### src/rtl/sram_dport.sv
module sram_dport #(
  parameter int AW = 10
) (
  input  logic          clk,
  input  logic          rst_n,
  input  logic          h_req,
  input  logic          h_wr,
  input  logic          h_sel_ptr,
  input  logic          h_word,
  input  logic [15:0]   h_wdata,
  output logic [15:0]   h_rdata,
  output logic          h_ready,
  input  logic          aux_act,
  input  logic          n_req,
  input  logic          n_wr,
  input  logic [AW-1:0] n_addr,
  input  logic [15:0]   n_wdata,
  output logic [15:0]   n_rdata,
  output logic          n_rvalid,
  output logic          mem_en,
  output logic          mem_we,
  output logic [AW-1:0] mem_addr,
  output logic [1:0]    mem_be,
  output logic [15:0]   mem_wdata,
  input  logic [15:0]   mem_rdata
);
  localparam int PW = AW + 1;

  typedef enum logic [1:0] {RK_NONE, RK_HOST, RK_PF, RK_NET} rkind_t;

  logic [PW-1:0] ptr;
  logic          post_v, post_word;
  logic [PW-1:0] post_addr;
  logic [15:0]   post_data;
  logic          pf_v, pf_want;
  logic [AW-1:0] pf_addr, pf_want_addr, rd_addr;
  logic [15:0]   pf_data;
  rkind_t        rk;

  wire h_dat = h_req & ~h_sel_ptr;
  wire h_rd  = h_dat & ~h_wr;
  wire h_wt  = h_dat & h_wr;
  wire p_wr  = h_req & h_sel_ptr & h_wr;
  wire [AW-1:0] ptr_w = ptr[PW-1:1];
  wire [PW-1:0] ptr_nx = ptr + {{(PW-2){1'b0}}, h_word, ~h_word};
  wire hit = pf_v & (pf_addr == ptr_w);

  wire ret_go = post_v & ~n_req;
  wire hrd_go = h_rd & ~hit & (rk != RK_HOST) & ~post_v & ~n_req;

  assign h_ready = h_sel_ptr ? 1'b1 :
                   h_wr      ? (~post_v | ret_go) :
                               (hit | (rk == RK_HOST));

  wire wacc = h_wt & h_ready;
  wire racc = h_rd & h_ready;
  wire inv  = p_wr | wacc | ret_go | (n_req & n_wr) | aux_act;
  wire pf_go = pf_want & ~n_req & ~post_v & ~hrd_go & ~inv;

  wire [15:0] src = (rk == RK_HOST) ? mem_rdata : pf_data;
  always_comb begin
    if (h_sel_ptr)   h_rdata = {{(16-PW){1'b0}}, ptr};
    else if (h_word) h_rdata = src;
    else             h_rdata = {8'h00, ptr[0] ? src[15:8] : src[7:0]};
  end

  always_comb begin
    mem_en    = n_req | ret_go | hrd_go | pf_go;
    mem_we    = 1'b0;
    mem_addr  = pf_want_addr;
    mem_be    = 2'b11;
    mem_wdata = n_wdata;
    if (n_req) begin
      mem_we   = n_wr;
      mem_addr = n_addr;
    end else if (ret_go) begin
      mem_we    = 1'b1;
      mem_addr  = post_addr[PW-1:1];
      mem_be    = post_word ? 2'b11 : (post_addr[0] ? 2'b10 : 2'b01);
      mem_wdata = post_word ? post_data : {2{post_data[7:0]}};
    end else if (hrd_go) begin
      mem_addr = ptr_w;
    end
  end

  assign n_rdata = mem_rdata;

  always_ff @(posedge clk) begin
    if (!rst_n) begin
      ptr          <= '0;
      post_v       <= 1'b0;
      post_word    <= 1'b0;
      post_addr    <= '0;
      post_data    <= '0;
      pf_v         <= 1'b0;
      pf_want      <= 1'b0;
      pf_addr      <= '0;
      pf_want_addr <= '0;
      pf_data      <= '0;
      rd_addr      <= '0;
      rk           <= RK_NONE;
      n_rvalid     <= 1'b0;
    end else begin
      if (p_wr)              ptr <= h_wdata[PW-1:0];
      else if (wacc | racc)  ptr <= ptr_nx;

      if (wacc) begin
        post_v    <= 1'b1;
        post_addr <= ptr;
        post_word <= h_word;
        post_data <= h_wdata;
      end else if (ret_go) begin
        post_v <= 1'b0;
      end

      if (racc) begin
        pf_want      <= 1'b1;
        pf_want_addr <= ptr_nx[PW-1:1];
      end else if (inv | pf_go) begin
        pf_want <= 1'b0;
      end

      if (inv) begin
        pf_v <= 1'b0;
      end else if (rk == RK_PF) begin
        pf_v    <= 1'b1;
        pf_addr <= rd_addr;
        pf_data <= mem_rdata;
      end

      rd_addr  <= mem_addr;
      n_rvalid <= n_req & ~n_wr;
      if (n_req)       rk <= n_wr ? RK_NONE : RK_NET;
      else if (hrd_go) rk <= RK_HOST;
      else if (pf_go)  rk <= RK_PF;
      else             rk <= RK_NONE;
    end
  end

  a_r2_ptr_step: assert property (@(posedge clk) disable iff (!rst_n)
    (h_dat && h_ready && h_word) |=> ptr == $past(ptr) + 2'd2);
  a_r3_post_fill: assert property (@(posedge clk) disable iff (!rst_n)
    (h_wt && h_ready) |=> post_v && post_data == $past(h_wdata));
  a_r4_full_stall: assert property (@(posedge clk) disable iff (!rst_n)
    (h_wt && post_v && n_req) |-> !h_ready);
  a_r6_word_hit: assert property (@(posedge clk) disable iff (!rst_n)
    (h_rd && h_word && pf_v && pf_addr == ptr_w) |-> h_ready && h_rdata == pf_data);
  a_r8_ptr_wr_kills: assert property (@(posedge clk) disable iff (!rst_n)
    p_wr |=> !pf_v);
  a_r9_read_after_retire: assert property (@(posedge clk) disable iff (!rst_n)
    (mem_en && !mem_we && !n_req) |-> !post_v);
  a_r10_net_first: assert property (@(posedge clk) disable iff (!rst_n)
    n_req |-> (mem_en && mem_addr == n_addr && mem_we == n_wr));
endmodule

### config.mk
export PLATFORM = sky130hd
export DESIGN_NAME = sram_dport
export DESIGN_NICKNAME = d
export VERILOG_FILES = /design/src/rtl/sram_dport.sv
export SDC_FILE = /design/constraint.sdc
export NUM_CORES = 1
export LEC_CHECK = 0
export BUFFER_PORTS_ARGS = -buffer_cell sky130_fd_sc_hd__buf_4
export CORE_MARGIN = 2
export CORE_UTILIZATION = 54
export CTS_BUF_LIST = sky130_fd_sc_hd__clkbuf_16
export CTS_CLUSTER_DIAMETER = 150
export DETAILED_ROUTE_END_ITERATION = 8
export PLACE_DENSITY = 0.86
export REMOVE_ABC_BUFFERS = 1
export SETUP_SLACK_MARGIN = 0.05
export SLEW_MARGIN = 15
export SYNTH_ARGS = -nofsm -noshare
export SYNTH_HDL_FRONTEND = slang
export SYNTH_SLANG_ARGS = --single-unit
### constraint.sdc
create_clock -name clk -period 2.5 [get_ports clk]
set_input_delay 0.125 -clock clk [delete_from_list [all_inputs] [get_ports clk]]
set_output_delay 0.125 -clock clk [all_outputs]
set_load 0.005 [all_outputs]
== Yosys cells after proc, flatten, opt, wreduce, memory -nomap -nowiden ==
Cells that the tools add are included.

* Add/sub/neg operators: 1
* Equal/unequal tests: 4
* Muxes and demuxes: 28
* Bitwise gates (word level): 40
* Reduce and logical (&&, ||, !) cells: 5

{| class="wikitable"
|+ Operator list
! operator !! count
|-
| 2-to-1 mux 16 bit || 6
|-
| 2-to-1 mux 10 bit || 3
|-
| 2-to-1 mux 11 bit || 2
|-
| AND 1 bit || 19
|-
| 2-to-1 mux 2 bit || 8
|-
| adder 11 x 2 -> 11 bit || 1
|-
| bitwise OR 1 bit || 11
|-
| == test 10 bit || 1
|-
| inverter 1 bit || 10
|-
| 2-to-1 mux 1 bit || 8
|-
| 2-to-1 mux 8 bit || 1
|-
| nonzero test 2 bit || 3
|-
| == test 2 x 1 -> 1 bit (second input constant) || 1
|-
| == test 2 bit (second input constant) || 1
|-
| inequality test 2 x 1 -> 1 bit (second input constant) || 1
|-
| AND reduction 2 bit || 1
|-
| OR reduction 2 bit || 1
|}

* Register bits after elaboration: 91
* Output and inout port bits: 64
* Word-level logic and storage cells: 91

== Logic depth before layout (Yosys ltp) ==
Gate-level depths: netlist of the first run.

* Depth after elaboration: 15
* Gate-level depth with buffers: 9
* Gate-level depth less buffers: 9

== Worst setup path before layout of the first run ==
OpenSTA, ideal clock, no wires.

* Path kind: register to output
* From: register ptr[2]
* To: output port mem_addr[8]
* Arrival: 1964 ps
* Setup slack: 411 ps
* Cell stages (with the launch flop): 9
* Cell sequence: dfxtp_1 clkbuf_1 xnor2_1 nand4_1 or3_1 clkbuf_1 nand2_1 clkbuf_1 o221ai_1

* Word-level cells in the longest chain between the ends: 10

{| class="wikitable"
|+ Ends and longest elaborated chain
! item !! line !! source
|-
| start: declaration || 31 || <nowiki>logic [PW-1:0] ptr;</nowiki>
|-
| start signal: assignment || 104 || <nowiki>if (p_wr) ptr <= h_wdata[PW-1:0];</nowiki>
|-
| start signal: assignment || 105 || <nowiki>else if (wacc | racc) ptr <= ptr_nx;</nowiki>
|-
| == test 10 bit || 46 || <nowiki>wire hit = pf_v & (pf_addr == ptr_w);</nowiki>
|-
| AND 1 bit || 46 ||
|-
| inverter 1 bit || 49 || <nowiki>wire hrd_go = h_rd & ~hit & (rk != RK_HOST) & ~post_v & ~n_req;</nowiki>
|-
| AND 1 bit (4 in a row) || 49 ||
|-
| 2-to-1 mux 10 bit || 81 || <nowiki>end else if (hrd_go) begin</nowiki>
|-
| 2-to-1 mux 10 bit || 76 || <nowiki>end else if (ret_go) begin</nowiki>
|-
| 2-to-1 mux 10 bit || 73 || <nowiki>if (n_req) begin</nowiki>
|-
| end: declaration || 22 || <nowiki>output logic [AW-1:0] mem_addr,</nowiki>
|}

Every way passes these cells.

== Final worst setup path of the first run ==
* From: register rk[0]
* To: output port h_rdata[1]

* Word-level cells in the longest chain between the ends: 5

{| class="wikitable"
|+ Ends and longest elaborated chain
! item !! line !! source
|-
| start: declaration || 38 || <nowiki>rkind_t rk;</nowiki>
|-
| start signal: assignment || 133 || <nowiki>if (n_req) rk <= n_wr ? RK_NONE : RK_NET;</nowiki>
|-
| == test 2 x 1 -> 1 bit (*) || 60 || <nowiki>wire [15:0] src = (rk == RK_HOST) ? mem_rdata : pf_data;</nowiki>
|-
| 2-to-1 mux 16 bit (*) || 60 ||
|-
| 2-to-1 mux 8 bit || 64 || <nowiki>else h_rdata = {8'h00, ptr[0] ? src[15:8] : src[7:0]};</nowiki>
|-
| 2-to-1 mux 16 bit (*) || 63 || <nowiki>else if (h_word) h_rdata = src;</nowiki>
|-
| 2-to-1 mux 16 bit (*) || 62 || <nowiki>if (h_sel_ptr) h_rdata = {{(16-PW){1'b0}}, ptr};</nowiki>
|-
| end: declaration || 11 || <nowiki>output logic [15:0] h_rdata,</nowiki>
|}

Mark *: on every way between the ends. The rest lies on a longest branch, timed or not.

==> key figures, run 1 <==
Setup path
  • Cell depth of the worst flop-to-flop path: 8
  • Gate family responsible for the most delay along the worst path: multiplexers
  • Largest fanout on the critical path: 14
  • Worst endpoint required time: 2380 ps
  • Total buffers and inverters traversed by the critical path: 2
  • Critical Path End Type: primary output
  • Startpoint type of the worst setup path: flop
  • Slowest Stage Delay on Critical Path: ~560 ps
  • Critical register-to-register path endpoint: pf_want_addr[9]
  • Most repeated library cell on the critical path: sky130_fd_sc_hd__buf_4
  • Launch point of the worst reg-to-reg path: ptr[0]
  • Critical path cell sequence: nor2b_2 -> buf_4 -> mux4_2 -> mux2_2 -> buf_4
  • Register-to-register path setup slack: ~170 ps
  • Arrival time of the worst setup path: around 2300 ps
  • Slowest cell on crit path: sky130_fd_sc_hd__mux4_2
  • Crit Path Class: flop to primary output

Synth
  • Proportion of synthesized chip area in sequential cells: 0.3568
  • Warnings from Yosys: 0
  • Netlist area before placement: around 5100 sq um
  • Number of synthesized register bits: roughly 90
  • Gate count of the mapped netlist: ~660
  • Post-synthesis average cell area: approximately 7.7 sq um
  • Yosys cell types: 50

Min path
  • Startpoint of the lowest-slack hold path: h_wdata[14]
  • Hold path endpoint: post_data[14]
  • Count of cells along the worst hold path: 3
  • Class of the tightest hold or removal check: input port to flop

Pwr
  • Final Power: 3.256 mW
  • PwrDens: about 500 nW/um^2
  • Switching power as a share of total power: 0.2642
  • Net switching power figure: 0.8601 mW
  • IR Drop Worst-Case VDD: between 0.4 and 0.5 mV
  • Power Internal: 2.396 mW
  • Logic pwr share: 0.155
  • Clock share of power: 0.382
  • Lkg Pwr: around 2.5 nW
  • Share of power burned in registers: 0.462

Place
  • Final estimated routing congestion in global placement: 0.9951
  • Final HPWL from detailed placement: ~11000 um
  • Port-buffer cells: 130

Cells and area
  • Area added between synthesis and finish: 25.80%
  • Share of post-route cells with drive strength above 1: 0.2894
  • Top library cells by usage in the layout, fill and taps aside: sky130_fd_sc_hd__nand2_1 (182), sky130_fd_sc_hd__buf_4 (159), sky130_fd_sc_hd__dfxtp_1 (88), sky130_fd_sc_hd__a21oi_1 (78), sky130_fd_sc_hd__nor2_1 (28)
  • Ant. Diodes: 0
  • Most frequent standard cell in the layout excluding fill and tap cells: sky130_fd_sc_hd__nand2_1
  • Filler Cell Count: 757
  • Net count reported at finish: between 800 and 900

Global routing
  • Largest net degree at the start of global routing: ~80
  • Total routing resource utilization after global routing: 0.2976
  • Grt met3 use: 0.04003
  • Antenna violations before repair: 0
  • First-pass GRT wire length: around 24000 um
  • Top Usage Layer GRT: met2
  • Via count of the first global-routing pass: ~4800
  • Met2 usage in global routing: 0.5048
  • Met1 Track Usage GR: 0.3916
  • Global-route congestion overflow total: 0

Timing
  • Final setup viols: 0
  • Worst-case headroom to the max-slew limit: 0.4723
  • Final hold violations: 0
  • Fmax: ~420 MHz
  • Count of pins over their slew limit: 0
  • Final Skew: around 11 ps
  • Post-layout minimum cycle time: ~2400 ps
  • Fin Setup TNS: 0 ps
  • Post-route clock period utilization: 0.9500
  • RSZ-0062 raised after global routing: no
  • Slew at the pin closest to its max-slew limit: approximately 800 ps

Die
  • Die span in y: ~100 um
  • Floorplan die width: roughly 100 um
  • Initial standard-cell utilization of the core: 0.5552
  • Core Rows: 35
  • Core area: 9196 sq um
  • Total I/O pin count: around 130
  • Total Die Area: 10250 sq um

Route
  • Pre-antenna DRT Iters: 5
  • DRC viols: 0
  • Antenna Nets Post-Route: 0
  • Violation count after the first detailed-routing iteration: roughly 320
  • Avg Vias per Cell: around 6
  • Routed wire per std cell: between 15 and 20 um
  • Wire length reported by the detailed router: 15500 um
  • Via count of the routed design: roughly 5100

Flow run
  • Count of max-cap constraint violations: 0

CTS
  • Htree depth: 3
  • Clock root buffer: sky130_fd_sc_hd__clkbuf_16
  • Reg clk slew, reported paths: 70 ps
  • Buffers from clock root to sink, at most: 2
  • Number of clock sinks: a little over 90
  • Clk Latency, worst-skew pair: around 340 ps
  • Total clock buffers created by CTS: 9
  • TritonCTS clock tree: yes
  • Number of hold buffers added after cts: 0

Outcome
  • Result of the run: finished clean
[cell families (layout without fill, tap and decap cells)]
logic type | Yosys count | after routing | share of synthesized area
muxes | 43 | 43 | 0.1081
adders and majority gates | 3 | 3 | 0.008821
DFF | 91 | 91 | 0.3568
buffers and inverters | 87 | 191 | 0.07915
xor gates and xnor gates | 19 | 19 | 0.03259
and+or+nand+nor | 272 | 272 | 0.2284
AOI/OAI and AO/OA | 148 | 148 | 0.1862
[layout make-up]
cell class | instances | area (sq um) | area share
Multi-Input combinational cell | 485 | 2904 | 0.4521
Sequential cell | 91 | 1826 | 0.2842
Timing Repair Buffer | 161 | 1234 | 0.1921
Clock buffer | 9 | 225.2 | 0.03506
Tap cell | 111 | 138.9 | 0.02162
Inverter | 14 | 52.55 | 0.008181
Clock inverter | 7 | 43.79 | 0.006817
[registers in the layout (all words and copies together), names as in the netlist, 2 cells and up]
register      flops
pf_addr          10
pf_data          16
pf_want_addr     10
post_addr        11
post_data        16
ptr              11
rd_addr          10
rk                2
[cell usage after synthesis, drive strengths merged]
library cell,number,area share
xnor2,18,0.031
a221oi,1,0.0017
mux2i,18,0.035
o21ai,19,0.019
and3,1,0.0012
or3,2,0.0024
nand3b,1,0.0015
a31o,2,0.0034
a2111oi,2,0.0034
nor2b,7,0.0086
nand2,182,0.13
a22oi,2,0.0029
o21a,3,0.0044
fa,1,0.0039
o221ai,15,0.026
clkbuf,49,0.036
nor2,28,0.021
or2,2,0.0024
clkinv,1,0.00073
o32ai,3,0.0096
a21oi,78,0.076
buf,24,0.033
mux2,17,0.037
nand3,10,0.0098
xor2,1,0.0017
o211ai,9,0.013
nand4,7,0.0086
nand2b,8,0.0098
inv,13,0.0096
a221o,4,0.0078
o2111ai,1,0.0017
nor3b,2,0.0029
dfxtp,91,0.36
ha,2,0.0049
o31ai,4,0.0088
nor4,4,0.0049
and3b,1,0.0017
and2,4,0.0054
or4,1,0.0022
a21o,1,0.0015
mux4,8,0.035
or3b,1,0.0017
a211oi,4,0.0069
nor3,11,0.011
[power by group through the flow]
stage | Combinational, mW | Clock, mW | Sequential, mW
after floorplan | 0.209 | 0 | 1.53
after global placement | 0.494 | 0 | 1.54
after detailed placement | 0.499 | 0 | 1.54
after CTS | 0.502 | 1.26 | 1.50
after global routing | 0.545 | 1.31 | 1.51
final | 0.506 | 1.24 | 1.51
[worst max path at each step]
stage / start / endpoint / slack (ps) / cells after the start
2_1_floorplan: rk[0] / pf_want_addr[3] / -480 / 3
3_3_place_gp: ptr[1] / pf_want_addr[9] / 200 / 7
3_5_place_dp: h_sel_ptr / mem_addr[0] / 150 / 5
4_1_cts: ptr[4] / mem_addr[0] / 50 / 7
5_1_grt: ptr[0] / pf_want_addr[9] / 60 / 8
6_report: rk[0] / h_rdata[1] / 120 / 5
[layer usage]
layer	up-vias	wire [um]	share of wire
li1	2464	-	-
met1	2356	6609	0.43
met2	276	7336	0.47
met3	26	1295	0.084
met4	0	261	0.017
met5	-	0	0
[per-stage QoR]
step	std cells	utilization	instance area, sq um	hold WS [ps]	worst slack (ps)
after CTS	878	0.6969	6409	28.53	51.72
after global placement	862	0.6671	6135	379.7	197.2
after detailed placement	862	0.6671	6135	384.5	147.6
after floorplan	590	-	4755	242.7	-478.9
final	878	0.6985	6424	34.13	124.9
after global routing	878	0.6985	6424	46.24	59.61
[worst register-to-register path: cells and delay by family (launching register included)]
kind,cells,cell delay (ps)
adder cells (fa/ha/maj),2,660
AO/OA/AOI/OAI,2,580
AND/OR/NAND/NOR,2,440
flip-flops,1,400
XOR/XNOR,1,130
buffers and inverters,1,50
[what timing repair did]
item	in CTS	in global routing
resized for setup	1	6
buffers inserted	0	0
gates cloned	0	0
setup endpoints to repair	9	10
endpoints found under the hold margin	0	0
(Power assumes the default switching activity.)
==> run 2: changes to the inputs <==
CORE_UTILIZATION = 40   (was 54)
CTS_BUF_LIST = unset   (was sky130_fd_sc_hd__clkbuf_16)
PLACE_DENSITY = 0.68   (was 0.86)
==> key figures, run 2 (synthesized netlist as in run 1, its figures left out) <==
Die
  • Floorplan die width: 117.0 um (was 101.2 um)
  • Core area: 12520 sq um (was 9196 sq um)
  • Total Die Area: 13690 sq um (was 10250 sq um)
  • Core Rows: 41 (was 35)
  • Total I/O pin count: 131 (unchanged)
  • Die span in y: 117.0 um (was 101.2 um)
  • Initial standard-cell utilization of the core: 0.4079 (was 0.5552)

Timing
  • Final hold violations: 0 (unchanged)
  • Final worst-path setup slack: 178.9 ps (was 124.9 ps)
  • Fin Setup TNS: 0 ps (unchanged)
  • Post-layout minimum cycle time: 2321 ps (was 2375 ps)
  • Post-route clock period utilization: 0.9285 (was 0.9500)
  • Worst-case headroom to the max-slew limit: 0.1962 (was 0.4723)
  • Final Skew: 4.979 ps (was 11.26 ps)
  • Slew at the pin closest to its max-slew limit: 1201 ps (was 787.3 ps)
  • RSZ-0062 raised after global routing: no (unchanged)
  • Post-route worst hold slack: 27.47 ps (was 34.13 ps)
  • Fmax: 430.8 MHz (was 421.0 MHz)
  • Count of pins over their slew limit: 0 (unchanged)
  • Final setup viols: 0 (unchanged)

Place
  • Pre-CTS setup slack: 179.3 ps (was 147.6 ps)
  • Placed cell areas: 6221 sq um (was 6135 sq um)
  • Final HPWL from detailed placement: 11650 um (was 11110 um)
  • Final estimated routing congestion in global placement: 0.9444 (was 0.9951)
  • Port-buffer cells: 130 (unchanged)

CTS
  • Htree depth: 3 (unchanged)
  • Buffers from clock root to sink, at most: 2 (unchanged)
  • Clk Latency, worst-skew pair: 340 ps (about the same)
  • Reg clk slew, reported paths: 60 ps (was 70 ps)
  • Number of clock sinks: 91 (unchanged)
  • Number of hold buffers added after cts: 0 (unchanged)
  • TritonCTS clock tree: yes (unchanged)
  • Total clock buffers created by CTS: 9 (unchanged)
  • Clock root buffer: sky130_fd_sc_hd__clkbuf_16 (unchanged)

Cells and area
  • Top library cells by usage in the layout, fill and taps aside: sky130_fd_sc_hd__nand2_1 (182), sky130_fd_sc_hd__buf_4 (160), sky130_fd_sc_hd__dfxtp_1 (88), sky130_fd_sc_hd__a21oi_1 (78), sky130_fd_sc_hd__nor2_1 (28) (was sky130_fd_sc_hd__nand2_1 (182), sky130_fd_sc_hd__buf_4 (159), sky130_fd_sc_hd__dfxtp_1 (88), sky130_fd_sc_hd__a21oi_1 (78), sky130_fd_sc_hd__nor2_1 (28))
  • Filler Cell Count: 1212 (was 757)
  • Post-route design area: 6515 sq um (was 6424 sq um)
  • Share of post-route cells with drive strength above 1: 0.2904 (was 0.2894)
  • Net count reported at finish: 833 (was 832)
  • Ant. Diodes: 0 (unchanged)
  • Most frequent standard cell in the layout excluding fill and tap cells: sky130_fd_sc_hd__nand2_1 (unchanged)
  • Area of the multi-input gates: 2907 sq um (was 2904 sq um)
  • Area added between synthesis and finish: 27.59% (was 25.80%)
  • Area taken by flip-flops and latches: 1826 sq um (unchanged)
  • Largest registers ranked by flip-flop count: pf_data: 16 flops, post_data: 16 flops (unchanged)

Setup path
  • Crit Path Class: flop to primary output (unchanged)
  • Arrival time of the worst setup path: 2200 ps (was 2250 ps)
  • Startpoint type of the worst setup path: flop (unchanged)
  • Largest fanout on the critical path: 22 (was 14)
  • Worst endpoint required time: 2380 ps (about the same)
  • Critical Path End Type: primary output (unchanged)

Pwr
  • Final Power: 3.301 mW (was 3.256 mW)
  • PwrDens: 506.7 nW/um^2 (was 506.9 nW/um^2)
  • Lkg Pwr: 2.487 nW (was 2.467 nW)
  • IR Drop Worst-Case VDD: 0.2742 mV (was 0.4063 mV)

Global routing
  • Global-route congestion overflow total: 0 (unchanged)
  • Via count of the first global-routing pass: 4880 (was 4780)
  • Total routing resource utilization after global routing: 0.2393 (was 0.2976)
  • Antenna violations before repair: 0 (unchanged)
  • Largest net degree at the start of global routing: 79 (unchanged)
  • First-pass GRT wire length: 25220 um (was 23740 um)

Outcome
  • Result of the run: finished clean (unchanged)

Route
  • Violation count after the first detailed-routing iteration: 406 (was 318)
  • Avg Vias per Cell: 5.374 (was 5.834)
  • DRC viols: 0 (unchanged)
  • Via count of the routed design: 5052 (was 5122)
  • Antenna Nets Post-Route: 0 (unchanged)
  • Pre-antenna DRT Iters: 5 (unchanged)
  • Routed wire per std cell: 17.09 um (was 17.65 um)
  • Wire length reported by the detailed router: 16070 um (was 15500 um)

Flow run
  • Count of max-cap constraint violations: 0 (unchanged)

Min path
  • Class of the tightest hold or removal check: input port to flop (unchanged)
[run 2: area by class of cell]
class,instances,share of cell area
Multi-Input combinational cell,485,0.4461
Sequential cell,91,0.2802
Timing Repair Buffer,162,0.1905
Clock buffer,14,0.04052
Tap cell,172,0.03303
Inverter,14,0.008066
Clock inverter,2,0.001536
[run 2: power by group]
part / total, mW / switching (mW) / internal (mW)
clock network: 1.28 / 0.558 / 0.727
registers: 1.51 / 0.0268 / 1.48
logic: 0.509 / 0.263 / 0.246
total: 3.30 / 0.847 / 2.45
[run 2: final timing paths]
path,startpoint,to,slack (ps),depth (start not counted)
worst max register to register,ptr[0],pf_want_addr[9],250,8
worst min register to register,rd_addr[2],pf_addr[2],440,2
worst min-delay path,h_wdata[13],post_data[13],30,3
worst max-delay path,rk[0],h_rdata[1],180,5
[run 2: worst max-delay path, cell delays in order (launching register included)]
cell	delay (ps)
sky130_fd_sc_hd__dfxtp_1	340
sky130_fd_sc_hd__nor2b_2	140
sky130_fd_sc_hd__buf_4	330
sky130_fd_sc_hd__mux4_2	590
sky130_fd_sc_hd__mux2_2	310
sky130_fd_sc_hd__buf_4	140
[run 2: metrics by stage]
| step | utilization | instances |
|---|---|---|
| 2_1_floorplan | - | 590 |
| 3_3_place_gp | 0.4970 | 924 |
| 3_5_place_dp | 0.4970 | 924 |
| 4_1_cts | 0.5193 | 940 |
| 5_1_grt | 0.5205 | 940 |
| 6_report | 0.5205 | 940 |
[run 2: timing repair]
item | 4_1_cts | 5_1_grt
pin swaps | 0 | 0
setup endpoints to repair | 1 | 10
resized for setup | 1 | 6
setup buffers | 0 | 0
[run 2: layer usage]
layer | part of all wire | up-vias | GRT usage
met5 | 0 | - | 0
met4 | 0.013 | 0 | 0.06824
met3 | 0.074 | 16 | 0.03605
met2 | 0.47 | 233 | 0.4042
met1 | 0.44 | 2347 | 0.3192
li1 | - | 2456 | -
==> run 3: changes to the inputs <==
--- a/config.mk
+++ b/config.mk
@@ -8,2 +8,3 @@
 export BUFFER_PORTS_ARGS = -buffer_cell sky130_fd_sc_hd__buf_4
+export CAP_MARGIN = 20
 export CORE_MARGIN = 2
==> constraint.sdc (replaced) <==
create_clock -name clk -period 2.5 [get_ports clk]
set_input_delay 0 -clock clk [delete_from_list [all_inputs] [get_ports clk]]
set_output_delay 0 -clock clk [all_outputs]
set_load 0.005 [all_outputs]
==> key figures, run 3 (synthesized netlist as in run 1, its figures left out) <==
Outcome
  • Result of the run: finished clean (unchanged)

Die
  • Core Rows: 41 (unchanged)
  • Total I/O pin count: 131 (unchanged)
  • Initial standard-cell utilization of the core: 0.4079 (unchanged)
  • Die span in y: 117.0 um (unchanged)
  • Total Die Area: 13690 sq um (unchanged)
  • Floorplan die width: 117.0 um (unchanged)
  • Core area: 12520 sq um (unchanged)

Min path
  • Class of the tightest hold or removal check: input port to flop (unchanged)
  • Startpoint of the lowest-slack hold path: n_addr[6] (was h_wdata[13])

Pwr
  • Logic pwr share: 0.156 (was 0.154)
  • Net switching power figure: 0.8925 mW (was 0.8473 mW)
  • Share of power burned in registers: 0.426 (was 0.457)
  • Final Power: 3.532 mW (was 3.301 mW)
  • Power Internal: 2.639 mW (was 2.454 mW)
  • IR Drop Worst-Case VDD: 0.2927 mV (was 0.2742 mV)
  • Lkg Pwr: 2.611 nW (was 2.487 nW)
  • PwrDens: 515.9 nW/um^2 (was 506.7 nW/um^2)
  • Clock share of power: 0.418 (was 0.389)
  • Switching power as a share of total power: 0.2527 (was 0.2567)

Route
  • Routed wire per std cell: 16.88 um (was 17.09 um)
  • Violation count after the first detailed-routing iteration: 402 (was 406)
  • Pre-antenna DRT Iters: 5 (unchanged)
  • Antenna Nets Post-Route: 0 (unchanged)
  • Wire length reported by the detailed router: 16380 um (was 16070 um)
  • Avg Vias per Cell: 5.423 (was 5.374)
  • DRC viols: 0 (unchanged)
  • Via count of the routed design: 5260 (was 5052)

Cells and area
  • Net count reported at finish: 862 (was 833)
  • Post-layout util: 0.5470 (was 0.5205)
  • Share of post-route cells with drive strength above 1: 0.2760 (was 0.2904)
  • Count of placed standard cells in the final layout, fillers left out: 970 (was 940)
  • Most frequent standard cell in the layout excluding fill and tap cells: sky130_fd_sc_hd__nand2_1 (unchanged)
  • Top library cells by usage in the layout, fill and taps aside: sky130_fd_sc_hd__nand2_1 (182), sky130_fd_sc_hd__buf_4 (156), sky130_fd_sc_hd__dfxtp_1 (89), sky130_fd_sc_hd__a21oi_1 (78), sky130_fd_sc_hd__dlygate4sd3_1 (34) (was sky130_fd_sc_hd__nand2_1 (182), sky130_fd_sc_hd__buf_4 (160), sky130_fd_sc_hd__dfxtp_1 (88), sky130_fd_sc_hd__a21oi_1 (78), sky130_fd_sc_hd__nor2_1 (28))
  • Largest registers ranked by flip-flop count: pf_data: 16 flops, post_data: 16 flops (unchanged)
  • Area added between synthesis and finish: 34.08% (was 27.59%)
  • Filler Cell Count: 1201 (was 1212)

CTS
  • Clock root buffer: sky130_fd_sc_hd__clkbuf_16 (unchanged)
  • TritonCTS clock tree: yes (unchanged)
  • Htree depth: 3 (unchanged)
  • Clk Latency, worst-skew pair: 340 ps (about the same)
  • Total clock buffers created by CTS: 9 (unchanged)
  • Number of clock sinks: 91 (unchanged)
  • Reg clk slew, reported paths: 70 ps (was 60 ps)
  • Buffers from clock root to sink, at most: 2 (unchanged)

Place
  • Port-buffer cells: 130 (unchanged)
  • Instance count after placement with tap cells included: 919 (was 924)
  • Final HPWL from detailed placement: 11400 um (was 11650 um)
  • Final estimated routing congestion in global placement: 0.9586 (was 0.9444)

Setup path
  • Worst endpoint required time: 2500 ps (was 2380 ps)
  • Launch point of the worst reg-to-reg path: ptr[0] (unchanged)
  • Arrival time of the worst setup path: 2390 ps (was 2200 ps)
  • Crit Path Class: flop to primary output (unchanged)
  • Largest fanout on the critical path: 16 (was 22)
  • Critical path startpoint: rk[0] (unchanged)
  • Startpoint type of the worst setup path: flop (unchanged)
  • Critical Path End Type: primary output (unchanged)

Global routing
  • Via count of the first global-routing pass: 4981 (was 4880)
  • Total routing resource utilization after global routing: 0.2395 (was 0.2393)
  • Antenna violations before repair: 1 (was 0)
  • Largest net degree at the start of global routing: 79 (unchanged)
  • Global-route congestion overflow total: 0 (unchanged)
  • First-pass GRT wire length: 25250 um (was 25220 um)

Timing
  • Fmax: 418.8 MHz (was 430.8 MHz)
  • Worst-case headroom to the max-slew limit: 0.2975 (was 0.1962)
  • RSZ-0062 raised after global routing: no (unchanged)
  • Final Skew: 6.688 ps (was 4.979 ps)
  • Final setup viols: 0 (unchanged)
  • Final hold violations: 0 (unchanged)
  • Count of pins over their slew limit: 0 (unchanged)
  • Post-route clock period utilization: 0.9552 (was 0.9285)
  • Post-layout minimum cycle time: 2388 ps (was 2321 ps)
  • Slew at the pin closest to its max-slew limit: 1050 ps (was 1201 ps)

Flow run
  • Count of max-cap constraint violations: 0 (unchanged)
-- run 3: cell count changes in the layout (fill, tap and decap cells not counted), moves of 2 or more --
cell | before | now
sky130_fd_sc_hd__clkbuf_1 | 3 | 0
sky130_fd_sc_hd__buf_4 | 160 | 156
sky130_fd_sc_hd__clkinv_4 | 0 | 3
sky130_fd_sc_hd__clkbuf_8 | 2 | 0
sky130_fd_sc_hd__bufinv_16 | 0 | 2
sky130_fd_sc_hd__buf_12 | 2 | 0
sky130_fd_sc_hd__dlygate4sd3_1 | 0 | 34
-- run 3: cell type report --
type / count / area (sq um) / area share
multi-input cells: 485 / 2904 / 0.4242
flip-flops and latches: 91 / 1824 / 0.2664
repair buffers: 191 / 1523 / 0.2224
clock buffers: 9 / 225.2 / 0.03289
well taps: 172 / 215.2 / 0.03143
clock inverters: 7 / 100.1 / 0.01462
inverters: 14 / 52.55 / 0.007675
diodes: 1 / 2.502 / 0.0003655
-- run 3: per-stage QoR --
| stage | hold WS, ps | cell area, sq um | worst slack (ps) | TNS [ps] |
|---|---|---|---|---|
| after floorplan | 0 | 4755 | -478.9 | -7550 |
| after global placement | 187.9 | 6158 | 181.5 | 0 |
| after detailed placement | 190.3 | 6163 | 264.2 | 0 |
| after CTS | 17.96 | 6833 | 120.6 | 0 |
| after global routing | 36.28 | 6844 | 50.03 | 0 |
| final | 15.42 | 6847 | 112.0 | 0 |
-- run 3: final timing paths --
kind	end	slack [ps]	cells after the start
worst min register to register	pf_addr[1]	440	2
worst max register to register	ptr[8]	330	8
worst min-delay path	rd_addr[6]	20	3
worst max-delay path	h_rdata[4]	110	5
-- run 3: per-layer routing --
metal  global-route usage  vias to the layer above  share of wire
li1                     -                     2525              -
met1               0.3166                     2467           0.45
met2               0.4008                      238           0.46
met3              0.02678                       30          0.064
met4              0.09725                        0          0.029
met5                    0                        -              0
-- run 3: power by group through the flow --
stage	Combinational, mW	Clock (mW)	Sequential (mW)
4_1_cts	0.544	1.50	1.50
5_1_grt	0.593	1.56	1.51
3_5_place_dp	0.498	0	1.54
3_3_place_gp	0.493	0	1.53
6_report	0.550	1.48	1.50
2_1_floorplan	0.209	0	1.53
-- run 3: what timing repair did --
action / 4_1_cts / 5_1_grt
endpoints found under the hold margin: 34 / 0
setup buffers: 0 / 0
endpoints found under the setup margin: 1 / 6
resized for setup: 1 / 5
hold buffers: 34 / 0
-- run 3: worst max-delay path: stages, from the launching register on --
cell	delay, ps
sky130_fd_sc_hd__dfxtp_1	360
sky130_fd_sc_hd__nor2b_2	380
sky130_fd_sc_hd__buf_6	280
sky130_fd_sc_hd__mux4_2	560
sky130_fd_sc_hd__mux2_2	310
sky130_fd_sc_hd__buf_4	140
